===== src/rtl/pp_pwm_pkg.sv =====
package pp_pwm_pkg;
  // phase of the push-pull pair; PH_A enables output A
  typedef enum logic {PH_A = 1'b0, PH_B = 1'b1} phase_e;
endpackage


===== src/rtl/pp_sync2.sv =====
module pp_sync2 #(
  parameter int W = 1
) (
  input  logic         clk,
  input  logic         rst_n,
  input  logic [W-1:0] d_i,
  output logic [W-1:0] q_o
);
  for (genvar i = 0; i < W; i++) begin : g_bit
    logic meta_q, hold_q;
    always_ff @(posedge clk or negedge rst_n) begin
      if (!rst_n) begin
        meta_q <= 1'b0;
        hold_q <= 1'b0;
      end else begin
        meta_q <= d_i[i];
        hold_q <= meta_q;
      end
    end
    assign q_o[i] = hold_q;
  end
endmodule


===== src/rtl/pp_ramp.sv =====
module pp_ramp #(
  parameter int PERIOD = 32,
  parameter int CNT_W  = 5,
  parameter int DT_W   = 3
) (
  input  logic             clk,
  input  logic             rst_n,
  input  logic             restart_i,
  input  logic [DT_W-1:0]  dt_i,
  output logic [CNT_W-1:0] cnt_o,
  output logic             wrap_o,
  output logic             blank_o
);
  localparam logic [CNT_W-1:0] LAST = CNT_W'(PERIOD - 1);

  logic [CNT_W-1:0] cnt_q;

  // blanking covers the last dt+1 counts of the ramp
  function automatic logic in_blank(input logic [CNT_W-1:0] c, input logic [DT_W-1:0] d);
    return c >= (LAST - CNT_W'(d));
  endfunction

  assign wrap_o  = restart_i | (cnt_q == LAST);
  assign blank_o = in_blank(cnt_q, dt_i);
  assign cnt_o   = cnt_q;

  always_ff @(posedge clk or negedge rst_n) begin
    if (!rst_n)      cnt_q <= '0;
    else if (wrap_o) cnt_q <= '0;
    else             cnt_q <= cnt_q + CNT_W'(1);
  end

  a_r12_count_advances: assert property (@(posedge clk) disable iff (!rst_n)
    (!restart_i && cnt_q != LAST) |=> cnt_q == $past(cnt_q) + CNT_W'(1));
  a_r12_period_end: assert property (@(posedge clk) disable iff (!rst_n)
    (cnt_q == LAST) |=> cnt_q == '0);
endmodule


===== src/rtl/pp_softstart.sv =====
module pp_softstart #(
  parameter int SS_W  = 8,
  parameter int DIV_W = 4,
  parameter int DRAIN = 16
) (
  input  logic             clk,
  input  logic             rst_n,
  input  logic             wrap_i,
  input  logic             drain_i,
  input  logic             hold_i,
  input  logic [DIV_W-1:0] div_i,
  output logic [SS_W-1:0]  ss_o
);
  localparam logic [SS_W-1:0] TOP     = {SS_W{1'b1}};
  localparam logic [SS_W-1:0] DRAIN_V = SS_W'(DRAIN);

  logic [SS_W-1:0]  ss_q;
  logic [DIV_W-1:0] div_q;

  function automatic logic [SS_W-1:0] step_up(input logic [SS_W-1:0] v);
    return (v == TOP) ? v : v + SS_W'(1);
  endfunction

  function automatic logic [SS_W-1:0] step_down(input logic [SS_W-1:0] v);
    return (v > DRAIN_V) ? v - DRAIN_V : '0;
  endfunction

  always_ff @(posedge clk or negedge rst_n) begin
    if (!rst_n) begin
      ss_q  <= '0;
      div_q <= '0;
    end else if (wrap_i) begin
      if (drain_i) begin
        ss_q  <= step_down(ss_q);
        div_q <= '0;
      end else if (hold_i) begin
        div_q <= '0;
      end else if (div_q >= div_i) begin
        ss_q  <= step_up(ss_q);
        div_q <= '0;
      end else begin
        div_q <= div_q + DIV_W'(1);
      end
    end
  end

  assign ss_o = ss_q;

  a_r9_single_step: assert property (@(posedge clk) disable iff (!rst_n)
    !drain_i |=> ({1'b0, ss_q} <= {1'b0, $past(ss_q)} + (SS_W+1)'(1)));
  a_r10_hold_no_charge: assert property (@(posedge clk) disable iff (!rst_n)
    (hold_i && !drain_i) |=> ss_q == $past(ss_q));
  a_r8_drain_no_rise: assert property (@(posedge clk) disable iff (!rst_n)
    drain_i |=> ss_q <= $past(ss_q));
endmodule


===== src/rtl/pp_steer.sv =====
module pp_steer
  import pp_pwm_pkg::*;
#(
  parameter int CNT_W = 5,
  parameter int THR_W = 8
) (
  input  logic             clk,
  input  logic             rst_n,
  input  logic             wrap_i,
  input  logic             blank_i,
  input  logic [CNT_W-1:0] cnt_i,
  input  logic [THR_W-1:0] thr_i,
  input  logic             shdn_i,
  input  logic             uv_i,
  output logic             out_a_o,
  output logic             out_b_o
);
  localparam int CMP_W = (THR_W > CNT_W) ? THR_W : CNT_W;

  phase_e phase_q;
  logic   latch_q;
  logic   cmp_hit;
  logic   pulse_off;

  assign cmp_hit   = CMP_W'(cnt_i) >= CMP_W'(thr_i);
  assign pulse_off = latch_q | cmp_hit | shdn_i | uv_i;
  assign out_a_o   = ~(blank_i | (phase_q != PH_A) | pulse_off);
  assign out_b_o   = ~(blank_i | (phase_q != PH_B) | pulse_off);

  always_ff @(posedge clk or negedge rst_n) begin
    if (!rst_n) begin
      latch_q <= 1'b1;
      phase_q <= PH_A;
    end else begin
      if (shdn_i)       latch_q <= 1'b1;
      else if (wrap_i)  latch_q <= 1'b0;
      else if (cmp_hit) latch_q <= 1'b1;
      if (wrap_i) phase_q <= (phase_q == PH_A) ? PH_B : PH_A;
    end
  end

  a_r5_latch_holds: assert property (@(posedge clk) disable iff (!rst_n)
    (latch_q && !wrap_i) |=> latch_q);
  a_r2_phase_flip: assert property (@(posedge clk) disable iff (!rst_n)
    wrap_i |=> phase_q != $past(phase_q));
  a_r4_blank_quiet: assert property (@(posedge clk) disable iff (!rst_n)
    blank_i |-> (!out_a_o && !out_b_o));
  a_r10_uv_quiet: assert property (@(posedge clk) disable iff (!rst_n)
    uv_i |-> (!out_a_o && !out_b_o));
  a_r6_shdn_quiet: assert property (@(posedge clk) disable iff (!rst_n)
    shdn_i |-> (!out_a_o && !out_b_o));
endmodule


===== src/rtl/pp_pwm_ctrl.sv =====
module pp_pwm_ctrl #(
  parameter int PERIOD     = 32,
  parameter int DUTY_W     = 8,
  parameter int DT_W       = 3,
  parameter int DIV_W      = 4,
  parameter int DRAIN_STEP = 16
) (
  input  logic              clk,
  input  logic              rst_n,
  input  logic [DUTY_W-1:0] duty_i,
  input  logic [DT_W-1:0]   deadtime_i,
  input  logic [DIV_W-1:0]  ss_div_i,
  input  logic              sync_i,
  input  logic              shutdown_i,
  input  logic              uv_i,
  output logic              out_a,
  output logic              out_b
);
  localparam int CNT_W = $clog2(PERIOD);

  logic              sync_s, shdn_s, sync_d, restart;
  logic [CNT_W-1:0]  cnt;
  logic              wrap, blank;
  logic [DUTY_W-1:0] ss, thr;

  function automatic logic [DUTY_W-1:0] eff_threshold(input logic [DUTY_W-1:0] d,
                                                      input logic [DUTY_W-1:0] s);
    return (d < s) ? d : s;
  endfunction

  pp_sync2 #(.W(2)) u_sync (
    .clk(clk), .rst_n(rst_n),
    .d_i({sync_i, shutdown_i}),
    .q_o({sync_s, shdn_s})
  );

  always_ff @(posedge clk or negedge rst_n) begin
    if (!rst_n) sync_d <= 1'b0;
    else        sync_d <= sync_s;
  end

  assign restart = sync_s & ~sync_d;
  assign thr     = eff_threshold(duty_i, ss);

  pp_ramp #(.PERIOD(PERIOD), .CNT_W(CNT_W), .DT_W(DT_W)) u_ramp (
    .clk(clk), .rst_n(rst_n), .restart_i(restart), .dt_i(deadtime_i),
    .cnt_o(cnt), .wrap_o(wrap), .blank_o(blank)
  );

  pp_softstart #(.SS_W(DUTY_W), .DIV_W(DIV_W), .DRAIN(DRAIN_STEP)) u_ss (
    .clk(clk), .rst_n(rst_n), .wrap_i(wrap), .drain_i(shdn_s), .hold_i(uv_i),
    .div_i(ss_div_i), .ss_o(ss)
  );

  pp_steer #(.CNT_W(CNT_W), .THR_W(DUTY_W)) u_steer (
    .clk(clk), .rst_n(rst_n), .wrap_i(wrap), .blank_i(blank), .cnt_i(cnt),
    .thr_i(thr), .shdn_i(shdn_s), .uv_i(uv_i), .out_a_o(out_a), .out_b_o(out_b)
  );

  a_r2_never_both: assert property (@(posedge clk) disable iff (!rst_n)
    !(out_a && out_b));
  a_r11_restart_zero: assert property (@(posedge clk) disable iff (!rst_n)
    restart |=> cnt == '0);
  a_r3_threshold_bound: assert property (@(posedge clk) disable iff (!rst_n)
    (out_a || out_b) |-> ({{(DUTY_W > CNT_W ? DUTY_W - CNT_W : 0){1'b0}}, cnt} < thr));
endmodule


===== config.mk =====
export PLATFORM = sky130hd
export DESIGN_NAME = pp_pwm_ctrl
export DESIGN_NICKNAME = d
export VERILOG_FILES = /design/src/rtl/pp_pwm_pkg.sv /design/src/rtl/pp_sync2.sv /design/src/rtl/pp_ramp.sv /design/src/rtl/pp_softstart.sv /design/src/rtl/pp_steer.sv /design/src/rtl/pp_pwm_ctrl.sv
export SDC_FILE = /design/constraint.sdc
export NUM_CORES = 1
export LEC_CHECK = 0
export CORE_MARGIN = 3
export CORE_UTILIZATION = 52
export CTS_BUF_LIST = sky130_fd_sc_hd__clkbuf_8
export DETAILED_ROUTE_END_ITERATION = 8
export HOLD_SLACK_MARGIN = 0.12
export MAX_ROUTING_LAYER = met4
export PLACE_DENSITY = 0.84
export RECOVER_POWER = 100
export SLEW_MARGIN = 10
export SYNTH_ARGS = -nofsm -noshare
export SYNTH_HDL_FRONTEND = slang
export SYNTH_HIERARCHICAL = 1
export SYNTH_SLANG_ARGS = --single-unit

===== constraint.sdc =====
create_clock -name clk -period 3.55 [get_ports clk]
set_input_delay 0.71 -clock clk [delete_from_list [all_inputs] [get_ports clk]]
set_output_delay 0.71 -clock clk [all_outputs]
set_load 0.005 [all_outputs]

# After elaboration in Yosys (flattened, before gate mapping)
# Index checks and enable logic that the tools add are counted.
[totals]
inputBits = 20
ff_bits = 24
out_inout_bits = 2
[classes]
reduce_logical = 3
n_mux = 14
n_addsub = 5
n_lt_le_gt_ge = 5
bitwise_logic = 13
n_eq_ne = 4
[op_table]
columns = ["cell", "n"]
rows = [
  ["8-bit 2-to-1 mux", 6],
  ["4-bit 2-to-1 mux", 3],
  ["8-bit by 1-bit adder with 8-bit output (second input constant)", 1],
  ["8-bit equality test (second input constant)", 1],
  ["5-bit by 8-bit >= comparator with 1-bit output", 1],
  ["8-bit by 5-bit greater-than comparator with 1-bit output (second input constant)", 1],
  ["8-bit < comparator", 1],
  ["1-bit bitwise OR", 8],
  ["8-bit by 5-bit subtractor with 8-bit output (second input constant)", 1],
  ["5-bit by 1-bit adder with 5-bit output (second input constant)", 1],
  ["5-bit equality test (second input constant)", 1],
  ["5-bit >= comparator", 1],
  ["5-bit 2-to-1 mux", 1],
  ["1-bit by 4-bit subtractor with 5-bit output (first input constant)", 1],
  ["4-bit by 1-bit adder with 4-bit output (second input constant)", 1],
  ["4-bit >= comparator", 1],
  ["1-bit 2-to-1 mux", 4],
  ["1-bit inverter", 4],
  ["4-bit AND reduction", 1],
  ["3-bit nonzero test", 1],
  ["2-bit by 1-bit inequality test with 1-bit output (second input constant)", 1],
  ["2-bit inequality test (second input constant)", 1],
  ["2-bit nonzero test", 1],
  ["1-bit AND", 1],
]

# Logic depth before layout (Yosys ltp)
[depth]
word_depth = 8
depth_mapped = 11

# Hierarchy
# Netlist, hierarchy kept.
[by_module_without_submodules]
columns = ["module", "cells_per_inst", "area_per_inst_um2", "instances", "seq_area_each_um2"]
rows = [
  ["pp_softstart", 93, 903.4, 1, 300.3],
  ["pp_pwm_ctrl", 34, 309.0, 1, 25.0],
  ["pp_ramp", 30, 300.3, 1, 125.1],
  ["pp_steer", 26, 232.7, 1, 51.3],
  ["pp_sync2", 6, 115.1, 1, 100.1],
]

# Least setup slack after synthesis
# No wires, ideal clock.
[synth_timing]
path_type = "input port to output port"
startpoint = "in duty_i[1]"
endpoint = "out out_a"
arrival_time_ps = 2997
setup_slack_ps = -157
stages = 9
required_time_ps = 2840
path_cell_list = "ha_1 a2111o_1 a211oi_4 mux2_2 inv_1 ha_1 a2111oi_2 o21ai_1 a21oi_1"
[synth_between]
elab_chain_cells = 8
[synth_lines]
columns = ["element", "line", "source"]
rows = [
  ["start, declared", "pp_pwm_ctrl.sv:10", "input logic [DUTY_W-1:0] duty_i,"],
  ["8-bit < comparator", "pp_pwm_ctrl.sv:28", "return (d < s) ? d : s;"],
  ["8-bit 2-to-1 mux", "pp_pwm_ctrl.sv:28", ""],
  ["net thr[3]", "pp_pwm_ctrl.sv:24", "logic [DUTY_W-1:0] ss, thr;"],
  ["5-bit by 8-bit >= comparator with 1-bit output", "pp_steer.sv:25", "assign cmp_hit = CMP_W'(cnt_i) >= CMP_W'(thr_i);"],
  ["1-bit bitwise OR (3 in a row)", "pp_steer.sv:26", "assign pulse_off = latch_q | cmp_hit | shdn_i | uv_i;"],
  ["1-bit bitwise OR", "pp_steer.sv:27", "assign out_a_o = ~(blank_i | (phase_q != PH_A) | pulse_off);"],
  ["1-bit inverter", "pp_steer.sv:27", ""],
  ["end, declared", "pp_pwm_ctrl.sv:16", "output logic out_a,"],
]
# The timed path passes the listed nets, and every way through them passes these cells.

# Worst setup path after layout
# Ends and elaborated chain as after synthesis.

==> impl_results.rst <==
.. list-table::
   :header-rows: 1

   * - Metric
     - Value
   * - Outcome
     - finished, violations left
   * - Violations in the final reports
     - negative setup slack
   * - Total via count in the routed design
     - around 1,600
   * - Top Ports
     - 22
   * - Yosys warning total
     - 6
   * - Cts-stage hold buffer count
     - 0
   * - Number of H-tree levels
     - 1
   * - Power per Cell Area
     - 629 mW/mm²
   * - Flip-flop and latch count after synthesis
     - 24
   * - Final routed DRC violation total
     - 0
   * - Final Setup Violations
     - 2
   * - Number of global-route vias before repair
     - 1,750
   * - Count of distinct cell types in the synthesized netlist
     - 55
   * - Synth-to-Final Area Change
     - 35.3%
   * - Primary flip-flop cell chosen by synthesis mapping
     - dfrtp_1
   * - Routed WL per cell
     - between 15 and 20 µm
   * - Synth area leaders
     - dfrtp_1 (31%), ha_1 (18%), inv_1 (6.1%)
   * - Leading cell type in the layout, fill and taps excluded
     - inv_1
   * - Largest clock skew in the final design
     - 0.00388 ns
   * - Transition time of the tightest slew-check pin
     - 1.06 ns
   * - Buffers on Ports
     - 21
   * - Path type of the worst min-delay path
     - reg2reg
   * - Area of all placed cells without fillers
     - 0.00252 mm²
   * - Gate Count Post-Synth
     - ~190
   * - Fraction of layout cells with a size suffix above 1
     - between 30% and 40%
   * - Critical path's largest stage delay
     - around 0.40 ns
   * - Worst path cell trace
     - buf_8 > ha_4 > a2111o_1 > a211oi_4 > buf_6 > mux2_4 > inv_4 > ha_4 > a2111oi_4 > o21ai_2 > buf_4 > a21oi_2 > buf_2
   * - Via-to-Cell Ratio
     - roughly 5.9
   * - Time the final worst path needs with I/O delays and setup
     - 3.98 ns
   * - Count of final max-slew check failures
     - 0
   * - Largest net degree at the start of global routing
     - 25
   * - Arrival time at the worst endpoint
     - 3.27 ns
   * - Unrepaired setup endpoints after global routing
     - true
   * - Sort of element at the start of the critical path
     - input port
   * - Cell with the largest stage delay on the worst path
     - a2111o_1
   * - Final number of hold-violating endpoints
     - 0
   * - Max-cap viol count
     - 0
   * - Weighted congestion at the end of routability-driven global placement
     - just over 0.8
   * - Worst slack on hold paths
     - around 0.35 ns
   * - Most Frequent Cell on Critical Path
     - ha_4
   * - Overflow left after global routing
     - 0
   * - Data required time at the worst endpoint
     - 2.84 ns
   * - Number of placement rows
     - 21
   * - Final core utilization
     - 74.3%
   * - Core footprint
     - 0.00339 mm²
   * - Cell count after placement
     - 268
   * - Yosys top cell area share
     - between 30% and 40%
   * - Clock slew at reported path FFs
     - 0.09 ns
   * - Leak
     - roughly 1.1 nW
   * - Number of inserted diodes
     - 0
   * - Starting Density
     - 54.9%
   * - Worst IR Drop VDD
     - 0.259 mV
   * - Standard cell area after detailed placement
     - 0.00226 mm²
   * - Die ar.
     - 0.00433 mm²
   * - Wire length of the first global-routing pass
     - 7.87 mm
   * - Highest clock frequency the design can meet
     - 251 MHz
   * - Overall Power
     - roughly 1.6 mW
   * - Number of enable-type register cells in the synthesized netlist
     - 0
   * - Top library cells by usage in the layout, fill and taps aside
     - inv_1 (27), dfrtp_1 (23), buf_4 (21)
   * - Post-detailed-route count of antenna-violating nets
     - 0
   * - Layout Cells excl Fill
     - 280
   * - Filler Cells Inserted
     - 217
   * - Worst rel slew slack
     - 29.0%
   * - Combined global-route utilization of all metal layers
     - 24.4%
   * - Routed wire length
     - about 4.6 mm
   * - Die outline width
     - 65.8 µm
   * - First DRT Iteration DRCs
     - 48
   * - Critical Path End Type
     - output port
   * - Initial antenna violation count
     - 0
   * - Worst Slack Setup Final
     - -0.431 ns
   * - Clock tree from TritonCTS
     - yes
   * - Clk buf depth
     - 2
   * - Overall die height
     - 65.8 µm
   * - Portion of the post-synthesis area used by sequential elements
     - 32.3%
   * - Worst path top cell family by delay
     - compound AO/OA/AOI/OAI gates
   * - Detailed Routing Iterations Pass 1
     - 4
   * - Post-route clock period utilization
     - 112%
   * - CTS sink count
     - 24
   * - Clock latency of the later-clocked register in the worst-skew pair
     - 0.27 ns
   * - Avg Synthesized Cell Area
     - 9.84 µm²
   * - Estimated wirelength of the detail-placed design
     - 2.98 mm
   * - Kind of critical path
     - in2out
   * - Summed instance area of the synthesized netlist
     - about 0.0019 mm²
   * - Bufs and invs on worst path
     - 5
   * - Maximum net fanout on the critical path
     - 2
   * - Net count reported at finish
     - 282
   * - Post-synthesis cell type with the largest combined area
     - dfrtp_1
   * - Number of nets in the synthesized netlist
     - 236
   * - Root buffer cell
     - clkbuf_8
   * - CTS Buf Count
     - 3
   * - Share of synthesized registers carrying an async set or reset
     - 100%
layer usage:
layer / GRT usage [%] / share of wire, % / up-vias
met5: - / 0 / -
met4: 11.7 / 3.0 / 0
met3: 3.06 / 4.0 / 12
met2: 44.8 / 52 / 49
met1: 25.6 / 41 / 799
li1: - / - / 789
registers in the layout, indices dropped and copies added (netlist names):
name and cells:
u_ss/ss_o 8, sync_d 1, u_steer/phase_q 1, u_sync/g_bit.hold_q 2, u_ss/div_q 4, u_steer/latch_q 1, u_sync/g_bit.meta_q 2, u_ramp/cnt_o 5
cells in the mapped netlist, types with 3 or more instances:
cell,number
nor2_2,3
a21oi_1,6
nand2_1,4
or4_1,3
o21ai_0,3
mux2_2,9
o21ai_1,3
nor2_1,4
o211ai_1,3
nor3_1,3
inv_1,30
nand3_1,5
ha_1,27
o41ai_1,3
nor3b_1,4
dfrtp_1,23
nand2b_1,4
cell families after synthesis:
logic type	synth area share [%]
and+or+nand+nor	15.3
AOI/OAI and AO/OA	18.0
buffers and inverters	8.74
adders and majority gates	18.2
DFF	32.3
muxes	5.99
xor gates and xnor gates	1.41
layout make-up:
type,instances,area (µm²),area share [%]
repair buffers,47,385,15.3
clock inverters,1,30.0,1.19
flip-flops and latches,24,602,23.9
multi-input cells,128,1280,50.9
clock buffers,3,41.3,1.64
inverters,31,119,4.72
well taps,46,57.6,2.29
path summary, 6_finish.rpt:
check | start | endpoint | slack, ns | cells after the start
hold / removal | u_sync/g_bit[0].meta_q | u_sync/g_bit[0].hold_q | 0.35 | 0
setup / recovery | duty_i[1] | out_a | -0.43 | 13
setup reg to reg | u_ramp/cnt_o[0] | u_ss/ss_o[2] | 0.08 | 7
max in group asynchronous | rst_n | u_ss/div_q[1] | 1.84 | 1
hold reg to reg | u_sync/g_bit[0].meta_q | u_sync/g_bit[0].hold_q | 0.35 | 0
min in group asynchronous | rst_n | u_ss/ss_o[7] | 1.08 | 1
stage by stage:
stage | TNS (ns) | setup slack [ns]
after CTS | -0.644 | -0.354
after global placement | -2.45 | -1.16
after floorplan | -0.252 | -0.126
final | -0.744 | -0.431
after global routing | -1.09 | -0.490
after detailed placement | -2.63 | -1.22
timing repair:
action,4_1_cts,5_1_grt
setup endpoints to repair,2,2
setup buffers,8,1
pin swaps,19,14
gates resized for setup,54,16
power by group:
group | internal [mW] | switching [mW]
sequential | 0.342 | 0.0678
clock | 0.151 | 0.0905
combinational | 0.490 | 0.443
total | 0.983 | 0.601
Power figures use the tool's default switching activity.
